[src/rtl/rxaf_pkg.sv]
package rxaf_pkg;

  localparam int NUM_SLOTS = 4;
  localparam int ADDR_BYTES = 6;
  localparam int ADDR_W = ADDR_BYTES * 8;

  // write select map
  localparam int SEL_SLOT_LO = 0;
  localparam int SEL_SLOT_HI = SEL_SLOT_LO + NUM_SLOTS;
  localparam int SEL_HASH = SEL_SLOT_HI + NUM_SLOTS;
  localparam int SEL_MODE = SEL_HASH + 2;

  typedef enum logic [2:0] {
    MC_REJECT = 3'd0,
    MC_SLOT0  = 3'd1,
    MC_SLOT1  = 3'd2,
    MC_SLOT2  = 3'd3,
    MC_SLOT3  = 3'd4,
    MC_HASH   = 3'd5,
    MC_BCAST  = 3'd6,
    MC_ALL    = 3'd7
  } match_code_e;

  // bit 0 copy_all ... bit 4 big
  typedef struct packed {
    logic big;
    logic uc_hash;
    logic mc_hash;
    logic no_bcast;
    logic copy_all;
  } mode_t;

  localparam int MODE_W = $bits(mode_t);

endpackage

[src/rtl/rxaf_regs.sv]
module rxaf_regs
  import rxaf_pkg::*;
#(
  parameter int SEL_W        = 4,
  parameter int DATA_W       = 32,
  parameter int HASH_ENTRIES = 64
) (
  input  logic                                 clk,
  input  logic                                 rst_n,
  input  logic                                 cfg_we,
  input  logic [SEL_W-1:0]                     cfg_sel,
  input  logic [DATA_W-1:0]                    cfg_wdata,
  output logic [NUM_SLOTS-1:0][ADDR_W-1:0]     slot_addr,
  output logic [NUM_SLOTS-1:0]                 slot_on,
  output logic [HASH_ENTRIES-1:0]              hash_tbl,
  output mode_t                                mode
);

  localparam int HI_W = ADDR_W - DATA_W;
  localparam int HASH_WORDS = HASH_ENTRIES / DATA_W;

  genvar s, w;
  generate
    for (s = 0; s < NUM_SLOTS; s++) begin : g_slot
      logic [DATA_W-1:0] lo_q;
      logic [HI_W-1:0]   hi_q;
      logic              on_q;
      logic              lo_wr;
      logic              hi_wr;

      assign lo_wr = cfg_we && (cfg_sel == SEL_W'(SEL_SLOT_LO + s));
      assign hi_wr = cfg_we && (cfg_sel == SEL_W'(SEL_SLOT_HI + s));

      // bottom write disarms, top write arms
      always_ff @(posedge clk or negedge rst_n) begin
        if (!rst_n) begin
          lo_q <= '0;
          hi_q <= '0;
          on_q <= 1'b0;
        end else if (lo_wr) begin
          lo_q <= cfg_wdata;
          on_q <= 1'b0;
        end else if (hi_wr) begin
          hi_q <= cfg_wdata[HI_W-1:0];
          on_q <= 1'b1;
        end
      end

      assign slot_addr[s] = {hi_q, lo_q};
      assign slot_on[s]   = on_q;
    end

    for (w = 0; w < HASH_WORDS; w++) begin : g_hword
      logic [DATA_W-1:0] word_q;

      always_ff @(posedge clk or negedge rst_n) begin
        if (!rst_n) begin
          word_q <= '0;
        end else if (cfg_we && (cfg_sel == SEL_W'(SEL_HASH + w))) begin
          word_q <= cfg_wdata;
        end
      end

      assign hash_tbl[w*DATA_W +: DATA_W] = word_q;
    end
  endgenerate

  always_ff @(posedge clk or negedge rst_n) begin
    if (!rst_n) begin
      mode <= '0;
    end else if (cfg_we && (cfg_sel == SEL_W'(SEL_MODE))) begin
      mode <= mode_t'(cfg_wdata[MODE_W-1:0]);
    end
  end

endmodule

[src/rtl/rxaf_collect.sv]
module rxaf_collect
  import rxaf_pkg::*;
(
  input  logic              clk,
  input  logic              rst_n,
  input  logic              rx_valid,
  input  logic              rx_sof,
  input  logic [7:0]        rx_data,
  output logic              rx_ready,
  output logic [ADDR_W-1:0] addr,
  output logic              eval
);

  localparam int CNT_W = $clog2(ADDR_BYTES + 1);
  localparam logic [CNT_W-1:0] LAST = CNT_W'(ADDR_BYTES - 1);

  logic [CNT_W-1:0] cnt;
  logic             beat;

  assign rx_ready = !eval;
  assign beat     = rx_valid && rx_ready;

  always_ff @(posedge clk or negedge rst_n) begin
    if (!rst_n) begin
      cnt  <= '0;
      addr <= '0;
      eval <= 1'b0;
    end else begin
      eval <= 1'b0;
      if (beat) begin
        if (rx_sof) begin
          addr[7:0] <= rx_data;
          cnt       <= CNT_W'(1);
        end else if (cnt != '0 && cnt <= LAST) begin
          for (int b = 1; b < ADDR_BYTES; b++) begin
            if (cnt == CNT_W'(b)) addr[b*8 +: 8] <= rx_data;
          end
          cnt <= cnt + CNT_W'(1);
          if (cnt == LAST) eval <= 1'b1;
        end
      end
    end
  end

endmodule

[src/rtl/rxaf_hash.sv]
module rxaf_hash
  import rxaf_pkg::*;
#(
  parameter int HASH_W = 6
) (
  input  logic [ADDR_W-1:0] addr,
  output logic [HASH_W-1:0] idx
);

  genvar g;
  generate
    for (g = 0; g < HASH_W; g++) begin : g_bit
      always_comb begin
        idx[g] = 1'b0;
        for (int k = g; k < ADDR_W; k += HASH_W) idx[g] = idx[g] ^ addr[k];
      end
    end
  endgenerate

endmodule

[src/rtl/rxaf_decide.sv]
module rxaf_decide
  import rxaf_pkg::*;
#(
  parameter int HASH_W = 6
) (
  input  logic                             clk,
  input  logic                             rst_n,
  input  logic                             eval,
  input  logic [ADDR_W-1:0]                addr,
  input  logic [NUM_SLOTS-1:0][ADDR_W-1:0] slot_addr,
  input  logic [NUM_SLOTS-1:0]             slot_on,
  input  logic [(2**HASH_W)-1:0]           hash_tbl,
  input  mode_t                            mode,
  input  logic [HASH_W-1:0]                hash_idx,
  output logic                             dec_valid,
  output logic                             dec_accept,
  output match_code_e                      dec_code
);

  logic [NUM_SLOTS-1:0] slot_hit;
  logic                 is_bcast;
  logic                 is_group;
  logic                 hash_ok;
  match_code_e          code_d;

  genvar s;
  generate
    for (s = 0; s < NUM_SLOTS; s++) begin : g_cmp
      assign slot_hit[s] = slot_on[s] && (slot_addr[s] == addr);
    end
  endgenerate

  assign is_bcast = &addr;
  assign is_group = addr[0];
  assign hash_ok  = hash_tbl[hash_idx] && !is_bcast &&
                    (is_group ? mode.mc_hash : mode.uc_hash);

  always_comb begin
    code_d = MC_REJECT;
    if (mode.copy_all) code_d = MC_ALL;
    if (hash_ok) code_d = MC_HASH;
    if (is_bcast && !mode.no_bcast) code_d = MC_BCAST;
    for (int i = NUM_SLOTS - 1; i >= 0; i--) begin
      if (slot_hit[i]) code_d = match_code_e'(3'(i + 1));
    end
  end

  always_ff @(posedge clk or negedge rst_n) begin
    if (!rst_n) begin
      dec_valid  <= 1'b0;
      dec_accept <= 1'b0;
      dec_code   <= MC_REJECT;
    end else begin
      dec_valid <= eval;
      if (eval) begin
        dec_code   <= code_d;
        dec_accept <= (code_d != MC_REJECT);
      end
    end
  end

endmodule

[src/rtl/rx_addr_filter.sv]
module rx_addr_filter
  import rxaf_pkg::*;
#(
  parameter int CFG_SEL_W  = 4,
  parameter int CFG_DATA_W = 32,
  parameter int HASH_W     = 6,
  parameter int STD_FRAME  = 1518,
  parameter int BIG_FRAME  = 1536,
  parameter int LIMIT_W    = $clog2(BIG_FRAME + 1)
) (
  input  logic                  clk,
  input  logic                  rst_n,
  input  logic                  cfg_we,
  input  logic [CFG_SEL_W-1:0]  cfg_sel,
  input  logic [CFG_DATA_W-1:0] cfg_wdata,
  input  logic                  rx_valid,
  output logic                  rx_ready,
  input  logic                  rx_sof,
  input  logic [7:0]            rx_data,
  output logic                  dec_valid,
  output logic                  dec_accept,
  output logic [2:0]            dec_code,
  output logic [LIMIT_W-1:0]    frame_limit
);

  localparam int HASH_ENTRIES = 2 ** HASH_W;

  logic [NUM_SLOTS-1:0][ADDR_W-1:0] slot_addr;
  logic [NUM_SLOTS-1:0]             slot_on;
  logic [HASH_ENTRIES-1:0]          hash_tbl;
  mode_t                            mode;
  logic [ADDR_W-1:0]                addr;
  logic                             eval;
  logic [HASH_W-1:0]                hash_idx;
  match_code_e                      code_q;

  rxaf_regs #(
    .SEL_W       (CFG_SEL_W),
    .DATA_W      (CFG_DATA_W),
    .HASH_ENTRIES(HASH_ENTRIES)
  ) u_regs (
    .clk      (clk),
    .rst_n    (rst_n),
    .cfg_we   (cfg_we),
    .cfg_sel  (cfg_sel),
    .cfg_wdata(cfg_wdata),
    .slot_addr(slot_addr),
    .slot_on  (slot_on),
    .hash_tbl (hash_tbl),
    .mode     (mode)
  );

  rxaf_collect u_collect (
    .clk     (clk),
    .rst_n   (rst_n),
    .rx_valid(rx_valid),
    .rx_sof  (rx_sof),
    .rx_data (rx_data),
    .rx_ready(rx_ready),
    .addr    (addr),
    .eval    (eval)
  );

  rxaf_hash #(.HASH_W(HASH_W)) u_hash (
    .addr(addr),
    .idx (hash_idx)
  );

  rxaf_decide #(.HASH_W(HASH_W)) u_decide (
    .clk       (clk),
    .rst_n     (rst_n),
    .eval      (eval),
    .addr      (addr),
    .slot_addr (slot_addr),
    .slot_on   (slot_on),
    .hash_tbl  (hash_tbl),
    .mode      (mode),
    .hash_idx  (hash_idx),
    .dec_valid (dec_valid),
    .dec_accept(dec_accept),
    .dec_code  (code_q)
  );

  assign dec_code    = code_q;
  assign frame_limit = mode.big ? LIMIT_W'(BIG_FRAME) : LIMIT_W'(STD_FRAME);

endmodule

[config.mk]
export PLATFORM = sky130hd
export DESIGN_NAME = rx_addr_filter
export DESIGN_NICKNAME = d
export VERILOG_FILES = /design/src/rtl/rxaf_pkg.sv /design/src/rtl/rxaf_regs.sv /design/src/rtl/rxaf_collect.sv /design/src/rtl/rxaf_hash.sv /design/src/rtl/rxaf_decide.sv /design/src/rtl/rx_addr_filter.sv
export SDC_FILE = /design/constraint.sdc
export NUM_CORES = 1
export LEC_CHECK = 0
export BUFFER_PORTS_ARGS = -buffer_cell sky130_fd_sc_hd__buf_2
export CORE_MARGIN = 4
export CORE_UTILIZATION = 61
export CTS_BUF_LIST = sky130_fd_sc_hd__clkbuf_4 sky130_fd_sc_hd__clkbuf_8
export DETAILED_ROUTE_END_ITERATION = 7
export PLACE_DENSITY_LB_ADDON = 0.2
export REMOVE_ABC_BUFFERS = 1
export SYNTH_ARGS = -nofsm -noshare
export SYNTH_HDL_FRONTEND = slang
export SYNTH_SLANG_ARGS = --single-unit
[constraint.sdc]
create_clock -name clk -period 5.1 [get_ports clk]
set_input_delay 0.765 -clock clk [delete_from_list [all_inputs] [get_ports clk]]
set_output_delay 0.765 -clock clk [all_outputs]
set_load 0.005 [all_outputs]
==> out/qor.txt, run 1 <==
OUTCOME
----------------------------------------------------------------------------------------
Status                                                                      finished clean

LOGIC SYNTHESIS
----------------------------------------------------------------------------------------
Number of standard cells after synthesis                                            1221
Most used flip-flop cell after synthesis                                    sky130_fd_sc_hd__dfrtp_1
Cell types with the largest area share after synthesis                      sky130_fd_sc_hd__dfrtp_1, sky130_fd_sc_hd__mux2_2, sky130_fd_sc_hd__xor2_1
Area share of the largest cell type after synthesis                                50.8%
Post-synth cell types                                                                 59
Netlist Area Pre-Place                                                       15900 sq um
Mapped Avg Cell Area                                                          13.0 sq um
Proportion of synthesized flip-flops having asynchronous set or reset               100%
Count of flip-flops with a built-in enable after synthesis                             0
Synth area leader                                                           sky130_fd_sc_hd__dfrtp_1
Number of warning messages in the yosys log                                            0
Total of flip-flops plus latches after synthesis                                     322
Most frequent cells after synthesis                                         sky130_fd_sc_hd__dfrtp_1, sky130_fd_sc_hd__mux2_2, sky130_fd_sc_hd__xor2_1, sky130_fd_sc_hd__xnor2_1, sky130_fd_sc_hd__nand2_1
Proportion of synthesized chip area in sequential cells                            50.8%
Count leader, synth                                                         sky130_fd_sc_hd__dfrtp_1

STA
----------------------------------------------------------------------------------------
Total of endpoints with negative setup slack in the final report                       0
Setup ws final                                                                   1.64 ns
Total count of hold-check failures in the final report                                 0
Setup repair after global routing missed its margin                                false
Fmax achieved                                                                    289 MHz
Slew HR                                                                            15.6%
Transition time of the tightest slew-check pin                                   1.27 ns
Clock skew                                                                     0.0163 ns
Final-layout setup total negative slack                                             0 ns
Post-route fraction of the period consumed by the critical path                    67.8%
Min Clock Period, post-route                                                     3.46 ns
Max-slew violation count                                                               0

PLACED DESIGN
----------------------------------------------------------------------------------------
Cell Area, Placed                                                            16100 sq um
Cells after DPL                                                                     1516
Weighted congestion at the end of routability-driven global placement              0.982
Port buffer count                                                                     62
Detailed-placement wirelength estimate                                          30500 um
Worst slack after detailed placement                                             1.68 ns

CRITICAL PATH
----------------------------------------------------------------------------------------
Crit. path cell count                                                                  9
Element type at the critical path end                                               flop
Data arrival time of the worst path                                              3.89 ns
Register-to-register setup slack                                                 1.64 ns
CP Cell Sequence                                                            xnor2_2, xnor2_1, xnor2_2, mux4_1, a31oi_1, and4b_1, a211o_1, and4b_4, o221ai_1
Critical path required time                                                      5.53 ns
Startpoint types                                                                    flop
Start point of the critical path                                            u_collect.addr[0]$_DFFE_PN0P_
Maximum fanout count along the critical path                                          11
Startpoint-to-endpoint class of the critical path                           flop to flop
Worst setup path end                                                        u_decide.dec_code[2]$_DFFE_PN0P_
Number of cells on the worst reg-to-reg path                                           9
CP max-delay cell                                                           sky130_fd_sc_hd__xnor2_2
Dominant delay contributor by cell family on the critical path              XOR/XNOR gates
Peak per-stage delay on the critical path                                        0.81 ns
Critical register-to-register path startpoint                               u_collect.addr[0]$_DFFE_PN0P_
Capture instance of the worst register-to-register path                     u_decide.dec_code[2]$_DFFE_PN0P_
Critical path buffer and inverter count                                                0
Cell type with the highest occurrence count on the critical path            sky130_fd_sc_hd__xnor2_2

HOLD PATH
----------------------------------------------------------------------------------------
Class of the worst hold path                                                primary input to asynchronous set/reset pin

GLOBAL ROUTE
----------------------------------------------------------------------------------------
Vias in the first global route                                                     10570
Final global-route overflow total                                                      0
Maximum number of pins on one net before global-route repair                         128
Total GRT Usage                                                                    31.8%
First-pass GRT wire length                                                      67100 um
Antenna violations before repair                                                       1

ROUTING
----------------------------------------------------------------------------------------
Routed length per placed instance                                                28.0 um
Number of search-and-repair iterations in the first detailed-routing pass              7
Met2 routed wirelength                                                          21200 um
Vias per std cell                                                                   6.29
Post-detailed-routing wire length                                               45100 um
DR top layer                                                                        met5
Wire length on met1                                                             17500 um
DRC marker count from the first detailed-route iteration                            1086
Post-route ant nets                                                                    0
Number of remaining DRC errors                                                         0
Metal3 WL                                                                        4250 um
Via count                                                                          10119

DIE
----------------------------------------------------------------------------------------
X dimension of the die                                                            169 um
IO Pins                                                                               66
Core region area                                                             25400 sq um
Die extent in y                                                                   169 um
Initial standard-cell utilization of the core                                      62.5%
Area enclosed by the die boundary                                            28700 sq um
Number of core rows                                                                   58

CLOCK NETWORK
----------------------------------------------------------------------------------------
Clock transition at the registers of the reported paths                          0.06 ns
Clock insertion delay at the later pin of the skew report                        0.58 ns
Post-cts resize count                                                                  0
TritonCTS clock tree                                                                 yes
CTS H-tree depth                                                                       2
Master cell of the clock root buffer                                        sky130_fd_sc_hd__clkbuf_8
Number of buffers inserted for hold repair after clock tree synthesis                  0
Total CTS buffers                                                                     53
Buffers inserted by post-CTS timing repair                                             0
Clock sinks                                                                          322
Clock Tree Buf Depth                                                                   3

FLOW RUN
----------------------------------------------------------------------------------------
Maxcap violations                                                                      0

FINAL LAYOUT
----------------------------------------------------------------------------------------
Final layout net count                                                              1295
Design area                                                                  17300 sq um
# fillers                                                                           1869
Layout area overhead                                                               9.22%
Ant. Diodes                                                                            0
Final cell count without fillers                                                    1610
Ratio of cells with drive above 1 in the final layout                              38.8%

PWR
----------------------------------------------------------------------------------------
Static leakage                                                                   7.90 nW
Largest voltage drop on the vdd net                                             0.688 mV
Power per standard cell area                                                 653 nW/um^2

==> worst min-delay path by stage <==
stage / depth (start not counted) / endpoint / slack [ns]
after floorplan: 2 / u_regs.g_slot[0].on_q$_DFFE_PN0P_ / 0.45
after global placement: 1 / u_regs.g_slot[1].on_q$_DFFE_PN0P_ / 0.46
after detailed placement: 2 / u_regs.g_slot[0].on_q$_DFFE_PN0P_ / 0.47
after CTS: 1 / u_regs.g_hword[1].word_q[13]$_DFFE_PN0P_ / 0.18
after global routing: 1 / u_regs.g_hword[0].word_q[15]$_DFFE_PN0P_ / 0.19
final: 1 / u_regs.g_hword[1].word_q[13]$_DFFE_PN0P_ / 0.17
==> metal layers <==
metal,up-vias,track usage [%]
li1,4275,-
met5,-,0
met1,5213,41.9
met2,496,50.7
met3,133,8.57
met4,2,12.4
==> logic make-up (layout without fill, tap and decap cells) <==
group | count (synthesis) | count (layout) | synth area share [%]
AND/OR/NAND/NOR | 172 | 172 | 5.89
XOR/XNOR | 225 | 225 | 13.0
buffers and inverters | 126 | 184 | 4.23
flip-flops | 322 | 322 | 50.8
adder cells (fa/ha/maj) | 5 | 5 | 0.394
other | 2 | 3 | 0.0473
multiplexers | 328 | 328 | 23.8
AO/OA/AOI/OAI | 41 | 41 | 1.87
==> state kept, by name (all words and copies together), names as in the netlist <==
signal,flops
u_regs.g_slot.on_q,4
u_collect.addr,48
u_regs.g_hword.word_q,64
u_collect.eval,1
u_decide.dec_valid,1
u_regs.mode,5
u_collect.cnt,3
u_regs.g_slot.hi_q,64
u_decide.dec_code,3
u_decide.dec_accept,1
u_regs.g_slot.lo_q,128
==> cells in the final DEF, fill, tap and decap left out, types with 9 or more instances in the layout <==
cell,instances
sky130_fd_sc_hd__buf_2,61
sky130_fd_sc_hd__nor4_1,43
sky130_fd_sc_hd__nand2_1,43
sky130_fd_sc_hd__nor2_1,12
sky130_fd_sc_hd__xor2_1,157
sky130_fd_sc_hd__nand4_1,28
sky130_fd_sc_hd__mux2_2,302
sky130_fd_sc_hd__xnor2_1,57
sky130_fd_sc_hd__clkbuf_4,16
sky130_fd_sc_hd__clkbuf_8,67
sky130_fd_sc_hd__o21ai_0,9
sky130_fd_sc_hd__mux2i_1,17
sky130_fd_sc_hd__inv_1,19
sky130_fd_sc_hd__dfrtp_1,322
==> through the flow <==
stage / util (%) / total power, W / hold slack (ns)
6_report: 68.2 / 0.0113 / 0.167
3_5_place_dp: 63.5 / 0.00872 / 0.465
3_3_place_gp: 63.5 / 0.00862 / 0.463
4_1_cts: 68.2 / 0.0113 / 0.180
2_1_floorplan: - / 0.00724 / 0.447
5_1_grt: 68.2 / 0.0119 / 0.194
==> area by class of cell <==
class / count / area [sq um] / area share (%)
well taps: 330 / 413 / 2.38
repair buffers: 70 / 405 / 2.34
flip-flops and latches: 322 / 8060 / 46.5
clock inverters: 11 / 158 / 0.910
inverters: 20 / 75.1 / 0.433
clock buffers: 83 / 1040 / 6.01
multi-input cells: 774 / 7180 / 41.4
==> power by group <==
part           internal (W)  switching [W]  total [W]
registers           0.00321       0.000969    0.00417
logic               0.00228        0.00233    0.00461
clock network       0.00149        0.00104    0.00253
Note: power is estimated with default switching activity, not from simulation.
==> run 2, diff against run 1 <==
--- a/config.mk
+++ b/config.mk
@@ -5,6 +5,7 @@
 export SDC_FILE = /design/constraint.sdc
 export NUM_CORES = 1
 export LEC_CHECK = 0
+export ABC_AREA = 1
 export BUFFER_PORTS_ARGS = -buffer_cell sky130_fd_sc_hd__buf_2
 export CORE_MARGIN = 4
 export CORE_UTILIZATION = 61
==> constraint.sdc (replaced) <==
create_clock -name clk -period 3.3 [get_ports clk]
set_input_delay 0.495 -clock clk [delete_from_list [all_inputs] [get_ports clk]]
set_output_delay 0.495 -clock clk [all_outputs]
set_load 0.005 [all_outputs]
==> run 2 against run 1 <==
Net effect:
- fmax is 11% higher
- power is 49% higher
- synthesized cell count is 72% higher
- critical path depth is 7 higher
- clock power is 43% higher
- first-iteration DRC count is 100% higher
- largest cell class unchanged
==> out/qor.txt, run 2 <==
ROUTING
----------------------------------------------------------------------------------------
Vias per std cell                                                                   6.34
DRC marker count from the first detailed-route iteration                            2178
Number of remaining DRC errors                                                         0
Post-detailed-routing wire length                                               65000 um
Via count                                                                          16217
Number of search-and-repair iterations in the first detailed-routing pass              6
Post-route ant nets                                                                    0
Routed length per placed instance                                                25.4 um

STA
----------------------------------------------------------------------------------------
Final-layout setup total negative slack                                             0 ns
Min Clock Period, post-route                                                     3.12 ns
Total of endpoints with negative setup slack in the final report                       0
Slew HR                                                                            23.5%
Fmax achieved                                                                    321 MHz
Max-slew violation count                                                               0
Setup ws final                                                                  0.184 ns
Setup repair after global routing missed its margin                                false
Smallest hold slack                                                             0.123 ns
Clock skew                                                                     0.0145 ns
Post-route fraction of the period consumed by the critical path                    94.4%
Total count of hold-check failures in the final report                                 0
Transition time of the tightest slew-check pin                                   1.14 ns

LOGIC SYNTHESIS
----------------------------------------------------------------------------------------
Mapped Avg Cell Area                                                          7.95 sq um
Post-synth cell types                                                                 48
Most used flip-flop cell after synthesis                                    sky130_fd_sc_hd__dfrtp_1
Proportion of synthesized flip-flops having asynchronous set or reset               100%
Area share of the largest cell type after synthesis                                48.3%
Proportion of synthesized chip area in sequential cells                            48.3%
Number of warning messages in the yosys log                                            0
Most frequent cells after synthesis                                         sky130_fd_sc_hd__nand2_1, sky130_fd_sc_hd__o21ai_0, sky130_fd_sc_hd__dfrtp_1, sky130_fd_sc_hd__inv_1, sky130_fd_sc_hd__nand3_1
Count of flip-flops with a built-in enable after synthesis                             0
Netlist Area Pre-Place                                                       16700 sq um
Number of standard cells after synthesis                                            2101
Cell types with the largest area share after synthesis                      sky130_fd_sc_hd__dfrtp_1, sky130_fd_sc_hd__nand2_1, sky130_fd_sc_hd__o21ai_0
Synth area leader                                                           sky130_fd_sc_hd__dfrtp_1
Total of flip-flops plus latches after synthesis                                     322
Count leader, synth                                                         sky130_fd_sc_hd__nand2_1

GLOBAL ROUTE
----------------------------------------------------------------------------------------
Antenna violations before repair                                                       6
Final global-route overflow total                                                      0
First-pass GRT wire length                                                      97700 um
Vias in the first global route                                                     15752
Total GRT Usage                                                                    43.0%
Maximum number of pins on one net before global-route repair                          99

PWR
----------------------------------------------------------------------------------------
Largest voltage drop on the vdd net                                             0.558 mV
Static leakage                                                                   9.23 nW
Power per standard cell area                                                 907 nW/um^2

FINAL LAYOUT
----------------------------------------------------------------------------------------
Largest regs                                                                u_regs.g_slot.lo_q (128), u_regs.g_hword.word_q (64), u_regs.g_slot.hi_q (64)
Top library cells by usage in the layout, fill and taps aside               sky130_fd_sc_hd__nand2_1, sky130_fd_sc_hd__o21ai_0, sky130_fd_sc_hd__dfrtp_1
Register containing the most flip-flops in the final layout                 u_regs.g_slot.lo_q
Flip-flop count of the largest register, all copies and words added                  128
Layout area overhead                                                               11.6%
Most common cell after layout, fill and taps aside                          sky130_fd_sc_hd__nand2_1
Ratio of cells with drive above 1 in the final layout                              13.0%
Final layout net count                                                              2239
Final cell count without fillers                                                    2556
Utilization after layout                                                           69.1%
# fillers                                                                           2153

OUTCOME
----------------------------------------------------------------------------------------
Status                                                                      finished clean

DIE
----------------------------------------------------------------------------------------
Area enclosed by the die boundary                                            30100 sq um
Number of core rows                                                                   60
Core region area                                                             27000 sq um
Die extent in y                                                                   173 um
IO Pins                                                                               66
X dimension of the die                                                            173 um
Initial standard-cell utilization of the core                                      62.0%

HOLD PATH
----------------------------------------------------------------------------------------
Class of the worst hold path                                                primary input to flop

CRITICAL PATH
----------------------------------------------------------------------------------------
CP Cell Sequence                                                            inv_1, nand2_1, o21ai_0, nor4b_1, buf_4, nand3_1, buf_4, or4_1, nand2_1, inv_1, nand2_1, nand2_1, nand2_1, nand2_1, nor2_1, nor2_1
CP max-delay cell                                                           sky130_fd_sc_hd__or4_1
Data arrival time of the worst path                                              3.60 ns
Maximum fanout count along the critical path                                           6
Element type at the critical path end                                               flop
Startpoint types                                                                    flop
Cell type with the highest occurrence count on the critical path            sky130_fd_sc_hd__nand2_1
Dominant delay contributor by cell family on the critical path              simple AND/OR/NAND/NOR gates
Peak per-stage delay on the critical path                                        0.61 ns
Startpoint-to-endpoint class of the critical path                           flop to flop
Critical path required time                                                      3.79 ns
Critical path buffer and inverter count                                                4

CLOCK NETWORK
----------------------------------------------------------------------------------------
Clock sinks                                                                          322
Master cell of the clock root buffer                                        sky130_fd_sc_hd__clkbuf_8
TritonCTS clock tree                                                                 yes
Total CTS buffers                                                                     53
Clock insertion delay at the later pin of the skew report                        0.59 ns
CTS H-tree depth                                                                       2
Clock transition at the registers of the reported paths                          0.06 ns
Clock Tree Buf Depth                                                                   3
Buffers inserted by post-CTS timing repair                                             0

PLACED DESIGN
----------------------------------------------------------------------------------------
Detailed-placement wirelength estimate                                          48600 um
Cells after DPL                                                                     2470
Weighted congestion at the end of routability-driven global placement               1.10
Port buffer count                                                                     62
Worst slack after detailed placement                                            0.320 ns

FLOW RUN
----------------------------------------------------------------------------------------
Maxcap violations                                                                      0

==> run 2: changes by cell type after synthesis, sizes merged, moves of 26 or more <==
cell,change
nand2,+542
o21ai,+346
mux2,-302
inv,+191
xor2,-94
nand3,+90
nor2,+72
xnor2,-40
clkbuf,+35
or2,+26
==> run 2: cell type report <==
cell class	count	area [sq um]	share of cell area, %
diodes	1	2.50	0.0134
well taps	341	427	2.29
flip-flops and latches	322	8060	43.3
repair buffers	145	996	5.35
multi-input cells	1448	7280	39.1
clock inverters	6	57.6	0.309
inverters	215	810	4.35
clock buffers	78	998	5.36
==> run 2: cell families (layout without fill, tap and decap cells) <==
group,Yosys count,after routing,share of synthesized area [%]
buffers and inverters,332,444,8.32
DFF,322,322,48.3
xor gates and xnor gates,91,91,4.77
other,2,4,0.0450
AOI/OAI and AO/OA,414,414,13.4
adders and majority gates,5,5,0.375
and+or+nand+nor,935,935,24.8
==> run 2: what timing repair did <==
item | 4_1_cts | 5_1_grt
hold buffers | 1 | 0
endpoints found under the hold margin | 79 | 0
setup endpoints to repair | 0 | 1
resized for setup | 0 | 1
==> run 2: worst paths after layout <==
path                                                          startpoint                                  endpoint  slack [ns]  cells past startpoint
worst max-delay path                      u_collect.addr[13]$_DFFE_PN0P_           u_decide.dec_accept$_DFFE_PN0P_        0.18                     16
worst min-delay path                                              rx_sof                  u_collect.eval$_DFF_PN0_        0.12                      2
worst max register to register            u_collect.addr[13]$_DFFE_PN0P_           u_decide.dec_accept$_DFFE_PN0P_        0.18                     16
max in group asynchronous                                          rst_n              u_collect.cnt[1]$_DFFE_PN0P_        1.87                      3
worst min register to register  u_regs.g_hword[1].word_q[11]$_DFFE_PN0P_  u_regs.g_hword[1].word_q[11]$_DFFE_PN0P_        0.49                      2
min in group asynchronous                                          rst_n  u_regs.g_hword[1].word_q[18]$_DFFE_PN0P_        0.57                      2
==> run 2: per-layer routing <==
layer	wire length, um	track usage (%)	vias to the layer above
met3	7830	10.7	249
met2	28600	65.3	1178
li1	-	-	7046
met5	60	0	-
met1	24100	56.7	7736
met4	4450	24.3	8
==> run 2: per-stage QoR <==
step	total power (W)	area (sq um)
after floorplan	0.0100	16100
after global placement	0.0129	17600
after detailed placement	0.0130	17600
after CTS	0.0166	18600
after global routing	0.0178	18600
final	0.0169	18600
==> run 2: where the power goes <==
group | internal [W] | leakage [nW] | switching (W)
combinational | 0.00252 | 4.58 | 0.00484
clock | 0.00199 | 0.560 | 0.00163
sequential | 0.00485 | 4.09 | 0.00107
==> run 3, diff against run 2 <==
==> constraint.sdc (replaced) <==
create_clock -name clk -period 3.3 [get_ports clk]
set_input_delay 0.165 -clock clk [delete_from_list [all_inputs] [get_ports clk]]
set_output_delay 0.165 -clock clk [all_outputs]
set_load 0.005 [all_outputs]
==> run 3 against run 2 <==
Net effect:
- global-route usage is 1.1 points lower
- sequential share of layout area is 0.59 points lower
- critical endpoint unchanged
- cell count up 0.74%
- largest power group unchanged
- register-to-register slack gained 0.02 ns
- clock skew is 0.0059 ns higher
- clock power rose by 8.6%
- routed wire length fell by 2.6%
- first-iteration DRC count rose by 9.8%
- worst hold slack worse by 0.11 ns
- sequential power hardly changed
==> out/qor.txt, run 3 (same netlist as run 2, synthesis figures left out) <==
GLOBAL ROUTE
----------------------------------------------------------------------------------------
Vias in the first global route                                                     15529
First-pass GRT wire length                                                      95400 um
Total GRT Usage                                                                    41.9%
Final global-route overflow total                                                      0
Maximum number of pins on one net before global-route repair                         102
Antenna violations before repair                                                       0

PWR
----------------------------------------------------------------------------------------
Static leakage                                                                   9.34 nW
Power per standard cell area                                                 911 nW/um^2
Largest voltage drop on the vdd net                                             0.490 mV
Final Total Pwr                                                                 0.0172 W

STA
----------------------------------------------------------------------------------------
Smallest hold slack                                                           0.00852 ns
Fmax achieved                                                                    323 MHz
Post-route fraction of the period consumed by the critical path                    93.7%
Total of endpoints with negative setup slack in the final report                       0
Min Clock Period, post-route                                                     3.09 ns
Setup ws final                                                                  0.207 ns
Setup repair after global routing missed its margin                                false
Final-layout setup total negative slack                                             0 ns
Total count of hold-check failures in the final report                                 0
Clock skew                                                                     0.0204 ns
Transition time of the tightest slew-check pin                                   1.21 ns
Max-slew violation count                                                               0
Slew HR                                                                            19.2%

FINAL LAYOUT
----------------------------------------------------------------------------------------
Combined area of the multi-input logic cells                                  7290 sq um
Most common cell after layout, fill and taps aside                          sky130_fd_sc_hd__nand2_1
Final layout net count                                                              2251
Ant. Diodes                                                                            0
Layout area overhead                                                               13.1%
Utilization after layout                                                           70.1%
Top library cells by usage in the layout, fill and taps aside               sky130_fd_sc_hd__nand2_1, sky130_fd_sc_hd__o21ai_0, sky130_fd_sc_hd__dfrtp_1
Register containing the most flip-flops in the final layout                 u_regs.g_slot.lo_q
Register area                                                                 8060 sq um
Largest regs                                                                u_regs.g_slot.lo_q (128), u_regs.g_hword.word_q (64), u_regs.g_slot.hi_q (64)
# fillers                                                                           2128
Flip-flop count of the largest register, all copies and words added                  128
Ratio of cells with drive above 1 in the final layout                              12.9%

CLOCK NETWORK
----------------------------------------------------------------------------------------
TritonCTS clock tree                                                                 yes
CTS H-tree depth                                                                       2
Clock sinks                                                                          322
Buffers inserted by post-CTS timing repair                                             0
Clock transition at the registers of the reported paths                          0.07 ns
Total CTS buffers                                                                     52
Clock insertion delay at the later pin of the skew report                        0.59 ns
Clock Tree Buf Depth                                                                   3
Master cell of the clock root buffer                                        sky130_fd_sc_hd__clkbuf_8

FLOW RUN
----------------------------------------------------------------------------------------
Maxcap violations                                                                      0

CRITICAL PATH
----------------------------------------------------------------------------------------
Capture instance of the worst register-to-register path                     u_decide.dec_accept$_DFFE_PN0P_
CP Cell Sequence                                                            inv_1, nand2_1, nand2_1, xor2_1, inv_1, xor2_1, buf_4, inv_1, nand3_1, nand3_1, nand3_1, nand2_1, nand2_2, nand2_2, nand2_1, nand2_1, nand2_1, nand2_1, nor2_1, nor2_1
Critical path buffer and inverter count                                                4
Number of cells on the worst reg-to-reg path                                          20
Register-to-register setup slack                                                 0.21 ns
Critical register-to-register path startpoint                               u_collect.addr[15]$_DFFE_PN0P_
Peak per-stage delay on the critical path                                        0.45 ns
Startpoint types                                                                    flop
Data arrival time of the worst path                                              3.57 ns
Worst setup path end                                                        u_decide.dec_accept$_DFFE_PN0P_
Element type at the critical path end                                               flop
Critical path required time                                                      3.78 ns
Maximum fanout count along the critical path                                           6
Start point of the critical path                                            u_collect.addr[15]$_DFFE_PN0P_
Crit. path cell count                                                                 20
CP max-delay cell                                                           sky130_fd_sc_hd__dfrtp_1
Dominant delay contributor by cell family on the critical path              simple AND/OR/NAND/NOR gates
Cell type with the highest occurrence count on the critical path            sky130_fd_sc_hd__nand2_1
Startpoint-to-endpoint class of the critical path                           flop to flop

ROUTING
----------------------------------------------------------------------------------------
Post-detailed-routing wire length                                               63400 um
Number of remaining DRC errors                                                         0
Post-route ant nets                                                                    0
Routed length per placed instance                                                24.6 um
Number of search-and-repair iterations in the first detailed-routing pass              8
DRC marker count from the first detailed-route iteration                            2392
Via count                                                                          16084
Vias per std cell                                                                   6.25

DIE
----------------------------------------------------------------------------------------
Core region area                                                             27000 sq um
Initial standard-cell utilization of the core                                      62.0%
X dimension of the die                                                            173 um
Die extent in y                                                                   173 um
IO Pins                                                                               66
Number of core rows                                                                   60
Area enclosed by the die boundary                                            30100 sq um

PLACED DESIGN
----------------------------------------------------------------------------------------
Detailed-placement wirelength estimate                                          47100 um
Weighted congestion at the end of routability-driven global placement               1.14
Worst slack after detailed placement                                          -0.0696 ns
Port buffer count                                                                     62

HOLD PATH
----------------------------------------------------------------------------------------
Class of the worst hold path                                                primary input to flop

OUTCOME
----------------------------------------------------------------------------------------
Status                                                                      finished clean

## run 3: changes by cell type in the layout (fill, tap and decap cells not counted)
| cell | before | now |
|---|---|---|
| sky130_fd_sc_hd__buf_12 | 4 | 2 |
| sky130_fd_sc_hd__buf_4 | 78 | 72 |
| sky130_fd_sc_hd__bufinv_16 | 1 | 5 |
| sky130_fd_sc_hd__clkbuf_4 | 12 | 17 |
| sky130_fd_sc_hd__clkbuf_8 | 66 | 63 |
| sky130_fd_sc_hd__clkinv_2 | 4 | 5 |
| sky130_fd_sc_hd__clkinv_4 | 0 | 1 |
| sky130_fd_sc_hd__clkinvlp_4 | 1 | 0 |
| sky130_fd_sc_hd__diode_2 | 1 | 0 |
| sky130_fd_sc_hd__dlygate4sd3_1 | 1 | 22 |
| sky130_fd_sc_hd__nor4_1 | 41 | 40 |
| sky130_fd_sc_hd__nor4_2 | 1 | 2 |
| sky130_fd_sc_hd__nor4b_1 | 5 | 4 |
| sky130_fd_sc_hd__nor4b_2 | 0 | 1 |
## run 3: metal layers
metal | part of all wire [%] | up-vias | GRT usage (%)
li1 | - | 7057 | -
met1 | 38 | 7641 | 56.9
met2 | 43 | 1116 | 62.1
met3 | 11 | 270 | 8.40
met4 | 8.0 | 0 | 26.1
met5 | 0 | - | 0
## run 3: per-stage QoR
| stage | cell area (sq um) | cells |
|---|---|---|
| global route | 18900 | 2575 |
| floorplan | 16100 | 1985 |
| finish | 18900 | 2575 |
| global placement | 17500 | 2462 |
| detailed placement | 17500 | 2462 |
| CTS | 18900 | 2575 |
## run 3: how the worst min path moves through the flow
stage                   from  depth (start not counted)                                       end  slack (ns)
6_report       cfg_wdata[24]                          3     u_regs.g_slot[0].lo_q[24]$_DFFE_PN0P_       0.009
5_1_grt        cfg_wdata[24]                          3  u_regs.g_hword[0].word_q[24]$_DFFE_PN0P_        0.03
4_1_cts        cfg_wdata[24]                          3  u_regs.g_hword[0].word_q[24]$_DFFE_PN0P_       0.002
3_5_place_dp           rst_n                          1  u_regs.g_hword[0].word_q[16]$_DFFE_PN0P_        0.29
3_3_place_gp           rst_n                          1  u_regs.g_hword[0].word_q[18]$_DFFE_PN0P_        0.28
2_1_floorplan          rst_n                          0             u_collect.addr[0]$_DFFE_PN0P_       -0.13
## run 3: layout make-up
type / count / area share, %
Clock buffer: 80 / 5.27
Tap cell: 341 / 2.26
Clock inverter: 11 / 0.974
Timing Repair Buffer: 158 / 5.94
Sequential cell: 322 / 42.7
Inverter: 215 / 4.29
Multi-Input combinational cell: 1448 / 38.6
## run 3: worst register-to-register path: cells and delay by family (launching register included)
family	cells	cell delay (ns)
xor gates and xnor gates	2	0.52
buffers and inverters	4	0.73
DFF	1	0.45
and+or+nand+nor	14	1.28
## run 3: report_power, final
part	internal [W]	leakage, nW	switching [W]
combinational	0.00251	4.63	0.00483
clock	0.00230	0.626	0.00163
sequential	0.00485	4.09	0.00108
## run 3: timing repair
item | CTS | global route
endpoints found under the hold margin | 166 | 0
gates cloned | 0 | 0
endpoints found under the setup margin | 2 | 3
pin swaps | 0 | 0
gates resized for setup | 1 | 2
hold buffers | 22 | 0
